<file path="src/rtl/lcd_timing_gen.sv">
module lcd_timing_gen #(
  parameter int CW = 12,
  parameter int PW = 24
) (
  input  logic          clk,
  input  logic          rst_n,
  input  logic          pix_en,
  input  logic          wr_en,
  input  logic [4:0]    wr_addr,
  input  logic [PW-1:0] wr_data,
  input  logic [PW-1:0] pix_in,
  output logic [PW-1:0] pix_out,
  output logic          de_o,
  output logic          hsync_o,
  output logic          vsync_o,
  output logic          stv_o,
  output logic          line_irq
);
  localparam int NS = 4;
  localparam int NW = 4 * NS;

  logic          run, tpat;
  logic [PW-1:0] col;
  logic [CW-1:0] pmax_p, lmax_p, pmax, lmax, px, ln;
  logic [CW-1:0] win_p [NW];
  logic [CW-1:0] win   [NW];
  logic [NS-1:0] strb, strb_q;

  wire [3:0] widx = 4'(wr_addr - 5'd4);
  wire adv   = run & pix_en;
  wire fwrap = adv & (px == pmax) & (ln == lmax);
  wire load  = ~run | fwrap;

  always_ff @(posedge clk) begin
    if (!rst_n) begin
      run <= 1'b0; tpat <= 1'b0; col <= '0;
      pmax_p <= '0; lmax_p <= '0;
      for (int i = 0; i < NW; i++) win_p[i] <= '0;
    end else if (wr_en) begin
      case (wr_addr)
        5'd0: begin run <= wr_data[0]; tpat <= wr_data[1]; end
        5'd1: col <= wr_data;
        5'd2: pmax_p <= wr_data[CW-1:0];
        5'd3: lmax_p <= wr_data[CW-1:0];
        default: if (wr_addr < 5'(4 + NW)) win_p[widx] <= wr_data[CW-1:0];
      endcase
    end
  end

  always_ff @(posedge clk) begin
    if (!rst_n) begin
      pmax <= '0; lmax <= '0;
      for (int i = 0; i < NW; i++) win[i] <= '0;
    end else if (load) begin
      pmax <= pmax_p; lmax <= lmax_p;
      for (int i = 0; i < NW; i++) win[i] <= win_p[i];
    end
  end

  always_ff @(posedge clk) begin
    if (!rst_n || !run) begin
      px <= '0; ln <= '0;
    end else if (pix_en) begin
      if (px == pmax) begin
        px <= '0;
        ln <= (ln == lmax) ? '0 : ln + 1'b1;
      end else begin
        px <= px + 1'b1;
      end
    end
  end

  for (genvar s = 0; s < NS; s++) begin : g_strobe
    wire [CW-1:0] hs = win[4*s];
    wire [CW-1:0] he = win[4*s+1];
    wire [CW-1:0] vs = win[4*s+2];
    wire [CW-1:0] ve = win[4*s+3];
    wire hwin = (hs <= he) ? (px >= hs && px < he) : (px >= hs || px < he);
    wire vwin = (vs <= ve) ? (ln >= vs && ln <= ve) : (ln > vs || ln < ve);
    assign strb[s] = hwin & vwin;
  end

  always_ff @(posedge clk) begin
    if (!rst_n || !run) begin
      strb_q <= '0; pix_out <= '0;
    end else if (pix_en) begin
      strb_q  <= strb;
      pix_out <= tpat ? col : pix_in;
    end
  end

  always_ff @(posedge clk) begin
    if (!rst_n) line_irq <= 1'b0;
    else        line_irq <= fwrap;
  end

  assign de_o    = strb_q[0];
  assign hsync_o = strb_q[1];
  assign vsync_o = strb_q[2];
  assign stv_o   = strb_q[3];
endmodule


</file>
<file path="config.mk">
export PLATFORM = sky130hd
export DESIGN_NAME = lcd_timing_gen
export DESIGN_NICKNAME = d
export VERILOG_FILES = /design/src/rtl/lcd_timing_gen.sv
export SDC_FILE = /design/constraint.sdc
export NUM_CORES = 1
export LEC_CHECK = 0
export BUFFER_PORTS_ARGS = -buffer_cell sky130_fd_sc_hd__buf_2
export CAP_MARGIN = 5
export CORE_UTILIZATION = 50
export DETAILED_ROUTE_END_ITERATION = 8
export PLACE_DENSITY = 0.66
export SYNTH_ARGS = -nofsm -noshare
export SYNTH_HDL_FRONTEND = slang
export SYNTH_SLANG_ARGS = --single-unit
</file>
<file path="constraint.sdc">
create_clock -name clk -period 15 [get_ports clk]
set_clock_uncertainty 0.2 [all_clocks]
set_input_delay 3 -clock clk [delete_from_list [all_inputs] [get_ports clk]]
set_output_delay 3 -clock clk [all_outputs]
set_load 0.02 [all_outputs]
</file>
After elaboration in Yosys (flattened, before gate mapping)
Memories as Yosys holds them, arrays and structs flattened.
Index checks and enable logic that the tools add are counted.
{ "op_classes": {"n_eq_ne": 5, "addsub": 3, "n_reduce_logical": 27, "order_cmp": 33, "n_bitwise": 25, "mux": 39} }
{ "ops": {"columns": ["operator", "count"], "rows": [
  ["$mux W12", 19],
  ["$le A12 B12 Y1", 12],
  ["$ge A12 B12 Y1", 8],
  ["$lt A12 B12 Y1", 8],
  ["$gt A12 B12 Y1", 4],
  ["$add A12 B1 Y12 const B", 2],
  ["$eq A12 B12 Y1", 2],
  ["$mux W24", 1],
  ["$mux W1", 18],
  ["$or A1 B1 Y1", 17],
  ["$reduce_or A12 Y1", 1],
  ["$eq A5 B2 Y1 const B", 2],
  ["$reduce_and A2 Y1", 5],
  ["$logic_or A1 B1 Y1", 9],
  ["$logic_and A1 B1 Y1", 8],
  ["$and A1 B1 Y1", 7],
  ["$eq A5 B1 Y1 const B", 1],
  ["$logic_not A5 Y1", 1],
  ["$lt A5 B5 Y1 const B", 1],
  ["$mux W4", 1],
  ["$reduce_or A4 Y1", 1],
  ["$sub A4 B3 Y4 const B", 1],
  ["$logic_not A1 Y1", 2],
  ["$not A1 Y1", 1]
]} }
{ "totals": {"reg_bits": 127, "in_bits": 57, "n_memories": 2, "ram_bits": 384, "out_inout_bits": 29} }
{ "memory_table": {"columns": ["name", "words", "word_bits", "read_ports", "rd_clocked_by_memory_dff", "write_ports", "line", "source"], "rows": [
  ["win", 16, 12, 16, 0, 16, "26", "logic [CW-1:0] win [NW];"],
  ["win_p", 16, 12, 16, 0, 16, "25", "logic [CW-1:0] win_p [NW];"]
]} }

Depth between registers and ports, before layout
Gate-level depths: netlist (run 1).
{ "logic_depth": {"word_depth": 8, "ltp_mapped": 10} }

Least setup slack after synthesis (run 1)
Ideal clock, no wire load.
{ "synth_path": {"path_kind": "input to register", "start": "in pix_en", "end": "mem win[0][0] (enable)", "required_ns": 14.330, "setup_ns": 0.470, "setup_slack_ns": 8.159, "arrival_time_ns": 6.171, "cell_stages": 7, "path_cell_list": "nand2_1 -> nor4_4 -> nand2b_2 -> nor2b_1 -> buf_2 -> inv_1 -> buf_2"} }
{ "synth_lines": {"columns": ["element", "line", "source"], "rows": [
  ["start: declaration", "7", "input logic pix_en,"],
  ["end: declaration", "26", null]
]} }

==> results of run 1 <==
stage by stage:
stage,area (µm²),std cells,hold WS [ns],util
6_report,29100,3096,0.262,0.563
3_3_place_gp,27300,3000,0.246,0.529
3_5_place_dp,27300,3000,0.255,0.529
4_1_cts,29100,3095,0.268,0.563
2_1_floorplan,26300,2314,0.242,-
5_1_grt,29100,3095,0.284,0.563
layout by cell type, fill, tap and decap left out, types with 7 or more instances in the layout:
cell,count
sky130_fd_sc_hd__a211oi_1,36
sky130_fd_sc_hd__a21boi_0,42
sky130_fd_sc_hd__a21o_1,34
sky130_fd_sc_hd__a21oi_1,89
sky130_fd_sc_hd__a22o_1,27
sky130_fd_sc_hd__and2_1,384
sky130_fd_sc_hd__buf_2,84
sky130_fd_sc_hd__buf_4,25
sky130_fd_sc_hd__bufinv_16,7
sky130_fd_sc_hd__clkbuf_16,53
sky130_fd_sc_hd__clkinv_1,7
sky130_fd_sc_hd__clkinv_2,10
sky130_fd_sc_hd__dfxtp_1,127
sky130_fd_sc_hd__edfxtp_1,384
sky130_fd_sc_hd__ha_1,286
sky130_fd_sc_hd__inv_1,196
sky130_fd_sc_hd__mux2i_1,39
sky130_fd_sc_hd__nand2_1,128
sky130_fd_sc_hd__nand2b_1,18
sky130_fd_sc_hd__nand3_1,30
sky130_fd_sc_hd__nand4_1,52
sky130_fd_sc_hd__nor2_1,97
sky130_fd_sc_hd__nor2b_1,29
sky130_fd_sc_hd__nor3_1,20
sky130_fd_sc_hd__o211ai_1,12
sky130_fd_sc_hd__o21a_1,8
sky130_fd_sc_hd__o21ai_0,49
sky130_fd_sc_hd__or3_1,7
sky130_fd_sc_hd__xnor2_1,23
sky130_fd_sc_hd__xor2_1,21
cells in the mapped netlist (2+ instances only):
| master | count |
|---|---|
| sky130_fd_sc_hd__and2_1 | 384 |
| sky130_fd_sc_hd__edfxtp_1 | 384 |
| sky130_fd_sc_hd__ha_1 | 286 |
| sky130_fd_sc_hd__inv_1 | 197 |
| sky130_fd_sc_hd__nand2_1 | 128 |
| sky130_fd_sc_hd__dfxtp_1 | 127 |
| sky130_fd_sc_hd__nor2_1 | 97 |
| sky130_fd_sc_hd__a21oi_1 | 89 |
| sky130_fd_sc_hd__clkbuf_1 | 83 |
| sky130_fd_sc_hd__nand4_1 | 52 |
| sky130_fd_sc_hd__o21ai_0 | 51 |
| sky130_fd_sc_hd__a21boi_0 | 42 |
| sky130_fd_sc_hd__mux2i_1 | 39 |
| sky130_fd_sc_hd__a211oi_1 | 36 |
| sky130_fd_sc_hd__a21o_1 | 34 |
| sky130_fd_sc_hd__nand3_1 | 30 |
| sky130_fd_sc_hd__nor2b_1 | 30 |
| sky130_fd_sc_hd__a22o_1 | 27 |
| sky130_fd_sc_hd__xnor2_1 | 23 |
| sky130_fd_sc_hd__xor2_1 | 21 |
| sky130_fd_sc_hd__nor3_1 | 20 |
| sky130_fd_sc_hd__nand2b_1 | 18 |
| sky130_fd_sc_hd__o211ai_1 | 12 |
| sky130_fd_sc_hd__o21a_1 | 8 |
| sky130_fd_sc_hd__buf_2 | 7 |
| sky130_fd_sc_hd__buf_6 | 7 |
| sky130_fd_sc_hd__or3_1 | 7 |
| sky130_fd_sc_hd__a31oi_1 | 6 |
| sky130_fd_sc_hd__and4_1 | 6 |
| sky130_fd_sc_hd__a2111oi_0 | 5 |
| sky130_fd_sc_hd__nor4_1 | 5 |
| sky130_fd_sc_hd__buf_1 | 4 |
| sky130_fd_sc_hd__o31ai_1 | 4 |
| sky130_fd_sc_hd__o41ai_1 | 4 |
| sky130_fd_sc_hd__a211o_1 | 3 |
| sky130_fd_sc_hd__a32oi_1 | 3 |
| sky130_fd_sc_hd__and3_1 | 3 |
| sky130_fd_sc_hd__maj3_1 | 3 |
| sky130_fd_sc_hd__o22ai_1 | 3 |
| sky130_fd_sc_hd__or2_2 | 3 |
| sky130_fd_sc_hd__buf_4 | 2 |
| sky130_fd_sc_hd__nand3b_1 | 2 |
| sky130_fd_sc_hd__nor3b_1 | 2 |
power breakdown:
part / switching, mW / leakage, nW / internal, mW
sequential: 0.0221 / 5.07 / 1.58
clock: 0.541 / 0.870 / 0.795
combinational: 0.135 / 6.11 / 0.0840
path summary, 6_finish.rpt:
path         startpoint         end
min reg2reg  lmax_p[11]  lmax_p[11]
max               rst_n  win[0][29]
min          lmax_p[11]  lmax_p[11]
max reg2reg       px[6]  win[0][29]
worst reg2reg max path: stages, from the launching register on:
cell,delay (ns)
sky130_fd_sc_hd__dfxtp_1,0.86
sky130_fd_sc_hd__xnor2_1,0.20
sky130_fd_sc_hd__nand4_1,0.24
sky130_fd_sc_hd__nor4_4,0.53
sky130_fd_sc_hd__nand2b_2,0.16
sky130_fd_sc_hd__nor2b_2,0.37
sky130_fd_sc_hd__inv_8,0.86
sky130_fd_sc_hd__buf_4,0.75
flip-flops by register name, indices dropped and copies added, names as in the netlist, 4 cells and up:
name / count
lmax: 12
pmax: 12
pix_out: 24
px: 12
pmax_p: 12
strb_q: 4
lmax_p: 12
ln: 12
col: 24
win_p: 192
win: 192
layer usage:
metal | vias up | GRT usage | routed length (µm) | share of wire
met5 | - | 0 | 0 | 0
met4 | 0 | 0.0944 | 2140 | 0.036
met3 | 125 | 0.0304 | 3220 | 0.054
met2 | 425 | 0.371 | 27200 | 0.46
met1 | 7991 | 0.304 | 26800 | 0.45
li1 | 8256 | - | - | -
kinds of logic (layout without fill, tap and decap cells):
| logic type | Yosys count | after routing | share of synthesized area |
|---|---|---|---|
| muxes | 39 | 39 | 0.0148 |
| adders and majority gates | 289 | 289 | 0.137 |
| buffers and inverters | 300 | 401 | 0.0454 |
| DFF | 511 | 511 | 0.535 |
| AOI/OAI and AO/OA | 337 | 337 | 0.0854 |
| other | 0 | 1 | 0 |
| xor gates and xnor gates | 44 | 44 | 0.0147 |
| and+or+nand+nor | 794 | 794 | 0.167 |
area by class of cell:
class	instances	area share
antenna	1	0.0000861
clock buffer	65	0.0492
clock inverter	30	0.0114
inverter	197	0.0257
multi-input combinational	1503	0.379
sequential	511	0.484
tap	680	0.0293
timing repair buffer	109	0.0209
==> reports/qor.yml, run 1 <==
status:
  run_status: "finished, final reports clean"
setup_path:
  crit_slowest_cell: "sky130_fd_sc_hd__nor2b_2"
  cp_slowest_stage_delay_ns: 1.22
  regToRegSetupSlack_ns: 10.43
  cpLargestDelayFamily: "simple AND/OR/NAND/NOR gates"
  worst_setup_path_start_kind: "primary input"
  crit_top_cell: "sky130_fd_sc_hd__buf_4"
  path_buf_inv: 3
  cells_traversed_along_the_worst_timing_path: "buf_4, nand2_1, nor2b_2, inv_8, buf_4"
  criticalPathCategory: "in -> reg"
  crit_cells: 5
  crit_path_end_kind: "register"
  crit_fanout: 147
  critPathArrivalTime_ns: 6.52
  cp.required_ns: 15.05
  ff2ff_path_depth: 7
grt:
  largest_net_degree_at_the_start_of_global_routing: 148
  first_global_vias: 16900
  grt_overflow: 0
  grt.total_usage: 0.227
  first_pass_grt_wire_length_um: 92800
  initial_antenna_violation_count: 3
clocking:
  clockRootBuffer: "sky130_fd_sc_hd__clkbuf_16"
  cts_inserted_buffers: 51
  clock_tree.buffer_depth: 3
  cts_htree_levels: 2
  cts-resized-gates: 0
  post_cts_buffers: 0
  clkSinkCount: 511
  clk_pin_slew_worst_paths_ns: 0.06
  tritoncts_clock_tree: "yes"
  clock_insertion_delay_worst_skew_ns: 0.59
  ctsHoldBuffers: 0
drt:
  routed-via-count: 16800
  finalWirelength_um: 59400
  drt_drc_violations_left: 0
  vias_per_cell: 5.43
  detail_route.wl_per_cell_um: 19.2
  drt_pre_antenna_iters: 5
  dr.first_iter.drc_count: 1151
  final_antenna_net_count: 0
die:
  number_of_top_level_design_ports: 86
  die_height_um: 231
  number_of_standard_cell_rows_in_the_floorplan: 83
  initial_utilization: 0.509
  core_um2: 51600
  die_w_um: 231
  die_area_um2: 53500
placed_design:
  place.port_buffers: 85
  routabilityCongestion: 0.888
  dpl.hpwl_um: 38900
  dp_slack_ns: 7.95
timing:
  min_period_over_period: 0.431
  slew_headroom: 0.164
  hold_viol_final: 0
  worst-slew-pin-transition_ns: 1.25
  final_critical_path_setup_slack_ns: 8.53
  grt_setup_unrepaired: "false"
  drv_slew: 0
  finalSetupTns_ns: 0
  setup-violations-final: 0
  min_period_ns: 6.47
  clock.fmax_ghz: 0.155
synthesis:
  netlist_area_before_placement_um2: 26300
  ys_dominant_reg_cell: "sky130_fd_sc_hd__edfxtp_1"
  synthCells: 2314
  synthesis.yosys.warnings: 0
  share_of_the_synthesized_area_in_the_top_cell_type: 0.439
  synth_nets: 2657
  netlist.top_cell.by_area: "sky130_fd_sc_hd__edfxtp_1"
  synth.lib_cells_used.distinct: 60
  synth_seq_cells: 511
  syn-mean-instance-area_um2: 11.4
  number_of_synthesized_flops_with_an_enable_pin: 384
  ranking_of_synthesized_cells_by_area: "sky130_fd_sc_hd__edfxtp_1, sky130_fd_sc_hd__ha_1, sky130_fd_sc_hd__dfxtp_1"
  part_of_the_yosys_area_used_for_sequential_elements: 0.535
  synth-async-reset-ratio: 0
min_path:
  min_path_type: "reg -> reg"
  holdPathStages: 2
final_layout:
  drive_above_1_share: 0.0828
  fill_cells: 4270
  total_nets_final: 2716
  layout.area.seq_um2: 14100
  flow.area_growth_from_synthesis_pct: 10.6
  multiInputGateArea_um2: 11000
power:
  powerDensity_nw_per_um2: 109
  total_leakage_power_nw: 12.1
  finalPower_mw: 3.15
  vdd_drop_max_uv: 105
run:
  maxCapViolations: 0
(Power assumes the default switching activity.)
==> run 2, diff against run 1 <==
--- a/config.mk
+++ b/config.mk
@@ -5,6 +5,7 @@
 export SDC_FILE = /design/constraint.sdc
 export NUM_CORES = 1
 export LEC_CHECK = 0
+export ABC_AREA = 1
 export BUFFER_PORTS_ARGS = -buffer_cell sky130_fd_sc_hd__buf_2
 export CAP_MARGIN = 5
 export CORE_UTILIZATION = 50
==> constraint.sdc (replaced) <==
create_clock -name clk -period 6.1 [get_ports clk]
set_clock_uncertainty 0.2 [all_clocks]
set_input_delay 1.22 -clock clk [delete_from_list [all_inputs] [get_ports clk]]
set_output_delay 1.22 -clock clk [all_outputs]
set_load 0.02 [all_outputs]
==> reports/qor.yml, run 2 <==
synthesis:
  synth.lib_cells_used.distinct: 35
  netlist.top_cell.by_area: "sky130_fd_sc_hd__edfxtp_1"
  syn-mean-instance-area_um2: 8.92
  ranking_of_synthesized_cells_by_area: "sky130_fd_sc_hd__edfxtp_1, sky130_fd_sc_hd__ha_1, sky130_fd_sc_hd__dfxtp_1"
  part_of_the_yosys_area_used_for_sequential_elements: 0.507
  number_of_synthesized_flops_with_an_enable_pin: 384
  synth-async-reset-ratio: 0
  synthesis.yosys.warnings: 0
  synth.most_common_cell: "sky130_fd_sc_hd__nand2_1"
  share_of_the_synthesized_area_in_the_top_cell_type: 0.416
  synthCells: 3109
  synth_seq_cells: 511
  netlist_area_before_placement_um2: 27700
  synth_commonest_cells: "sky130_fd_sc_hd__nand2_1, sky130_fd_sc_hd__inv_1, sky130_fd_sc_hd__edfxtp_1"
  synth_nets: 3452
  ys_dominant_reg_cell: "sky130_fd_sc_hd__edfxtp_1"
grt:
  initial_antenna_violation_count: 2
  grt.total_usage: 0.244
  first_pass_grt_wire_length_um: 107000
  first_global_vias: 20000
  largest_net_degree_at_the_start_of_global_routing: 121
  grt_overflow: 0
die:
  initial_utilization: 0.510
  die_height_um: 238
  die_w_um: 238
  core_um2: 54300
  number_of_standard_cell_rows_in_the_floorplan: 85
  die_area_um2: 56400
  number_of_top_level_design_ports: 86
setup_path:
  crit_fanout: 120
  worst_setup_path_start_kind: "register"
  regToRegStartpoint: "ln[7]"
  ff2ff_path_depth: 10
  critPathArrivalTime_ns: 4.09
  crit_path_end_kind: "register"
  worstReg2RegEnd: "win[0][79]"
  cp.required_ns: 6.20
  criticalPathCategory: "reg -> reg"
  regToRegSetupSlack_ns: 2.11
clocking:
  clk_pin_slew_worst_paths_ns: 0.06
  cts-resized-gates: 0
  ctsHoldBuffers: 0
  cts_htree_levels: 2
  clkSinkCount: 511
  tritoncts_clock_tree: "yes"
  clockRootBuffer: "sky130_fd_sc_hd__clkbuf_16"
  cts_inserted_buffers: 52
  post_cts_buffers: 0
  clock_insertion_delay_worst_skew_ns: 0.60
  clock_tree.buffer_depth: 3
timing:
  finalSetupTns_ns: 0
  min_period_ns: 3.99
  min_period_over_period: 0.654
  hold_viol_final: 0
  slew_headroom: 0.134
  clock.fmax_ghz: 0.251
  worst-slew-pin-transition_ns: 1.30
  setup-violations-final: 0
  drv_slew: 0
  grt_setup_unrepaired: "false"
min_path:
  worstHoldStart: "col[5]"
  whs_endpoint: "col[5]"
  holdPathStages: 2
  min_path_type: "reg -> reg"
placed_design:
  place.port_buffers: 85
  dpl.hpwl_um: 46500
  routabilityCongestion: 0.885
  dpl.cell_count: 3849
drt:
  dr.first_iter.drc_count: 1498
  drt_drc_violations_left: 0
  drt_pre_antenna_iters: 5
  finalWirelength_um: 66900
  detail_route.wl_per_cell_um: 16.9
  vias_per_cell: 5.09
  routed-via-count: 20100
  final_antenna_net_count: 0
power:
  vdd_drop_max_uv: 177
  finalPower_mw: 7.85
  total_leakage_power_nw: 14.8
  powerDensity_nw_per_um2: 257
final_layout:
  most-common-layout-cells: "sky130_fd_sc_hd__nand2_1, sky130_fd_sc_hd__inv_1, sky130_fd_sc_hd__edfxtp_1, sky130_fd_sc_hd__nor2_1, sky130_fd_sc_hd__ha_1"
  drive_above_1_share: 0.0920
  layout.area.seq_um2: 14100
  total_nets_final: 3507
  flow.area_growth_from_synthesis_pct: 9.89
  layout_top_registers: "win x192, win_p x192"
  multiInputGateArea_um2: 10900
  fill_cells: 4775
  stdcell_count: 3948
  final_common_cell: "sky130_fd_sc_hd__nand2_1"
run:
  maxCapViolations: 0
status:
  run_status: "finished, final reports clean"
-- run 2: layout make-up --
| cell class | instances | share of cell area |
|---|---|---|
| multi-input combinational | 1895 | 0.358 |
| inverter | 604 | 0.0744 |
| antenna | 1 | 0.0000821 |
| clock inverter | 22 | 0.00747 |
| clock buffer | 76 | 0.0500 |
| timing repair buffer | 100 | 0.0177 |
| sequential | 511 | 0.462 |
| tap | 739 | 0.0303 |
-- run 2: power by group --
part | total [mW] | internal [mW] | switching [mW]
registers | 3.95 | 3.89 | 0.0632
clock network | 3.23 | 1.90 | 1.33
logic | 0.665 | 0.211 | 0.454
total | 7.85 | 6.00 | 1.84
-- run 2: worst max-delay path, stage by stage (launching register included) --
cell and delay, ns:
sky130_fd_sc_hd__dfxtp_1 0.88, sky130_fd_sc_hd__inv_1 0.19, sky130_fd_sc_hd__or2_0 0.25, sky130_fd_sc_hd__nand4_1 0.07, sky130_fd_sc_hd__nor3_1 0.05, sky130_fd_sc_hd__nand2b_1 0.31, sky130_fd_sc_hd__inv_2 0.09, sky130_fd_sc_hd__nand2_4 0.29
sky130_fd_sc_hd__nand2_4 0.28, sky130_fd_sc_hd__nand2_8 0.92, sky130_fd_sc_hd__nor2_1 0.10
-- run 2: per-stage QoR --
| stage | hold slack, ns | utilization | area, µm² | setup WS [ns] |
|---|---|---|---|---|
| floorplan | 0.224 | - | 27700 | 0.285 |
| global placement | 0.241 | 0.529 | 28700 | 1.85 |
| detailed placement | 0.247 | 0.529 | 28700 | 1.83 |
| CTS | 0.255 | 0.561 | 30500 | 2.12 |
| global route | 0.269 | 0.561 | 30500 | 1.82 |
| finish | 0.253 | 0.561 | 30500 | 2.11 |
-- run 2: how the worst max path moves through the flow --
stage,cells past startpoint,endpoint,slack [ns],start
6_report,10,win[0][79],2.11,ln[7]
5_1_grt,10,win[0][80],1.82,ln[7]
4_1_cts,10,win[0][79],2.12,ln[7]
3_5_place_dp,8,win_p[5][8],1.83,wr_addr[2]
3_3_place_gp,8,win_p[4][6],1.85,wr_addr[2]
2_1_floorplan,6,win[0][0],0.28,pix_en
-- run 2: metal layers --
layer | global-route usage | vias up | routed length, µm | part of all wire
li1 | - | 10100 | - | -
met1 | 0.307 | 9377 | 28500 | 0.43
met2 | 0.419 | 514 | 32000 | 0.48
met3 | 0.0337 | 145 | 3570 | 0.053
met4 | 0.103 | 4 | 2870 | 0.043
met5 | 0 | - | 19 | 0.00028
-- run 2: cells by family after synthesis --
logic type	after synthesis	synth area share
compound gates	266	0.0527
xor+xnor	28	0.00884
fa+ha+maj	286	0.129
buf+inv	703	0.0999
flops	511	0.507
simple gates	1315	0.202
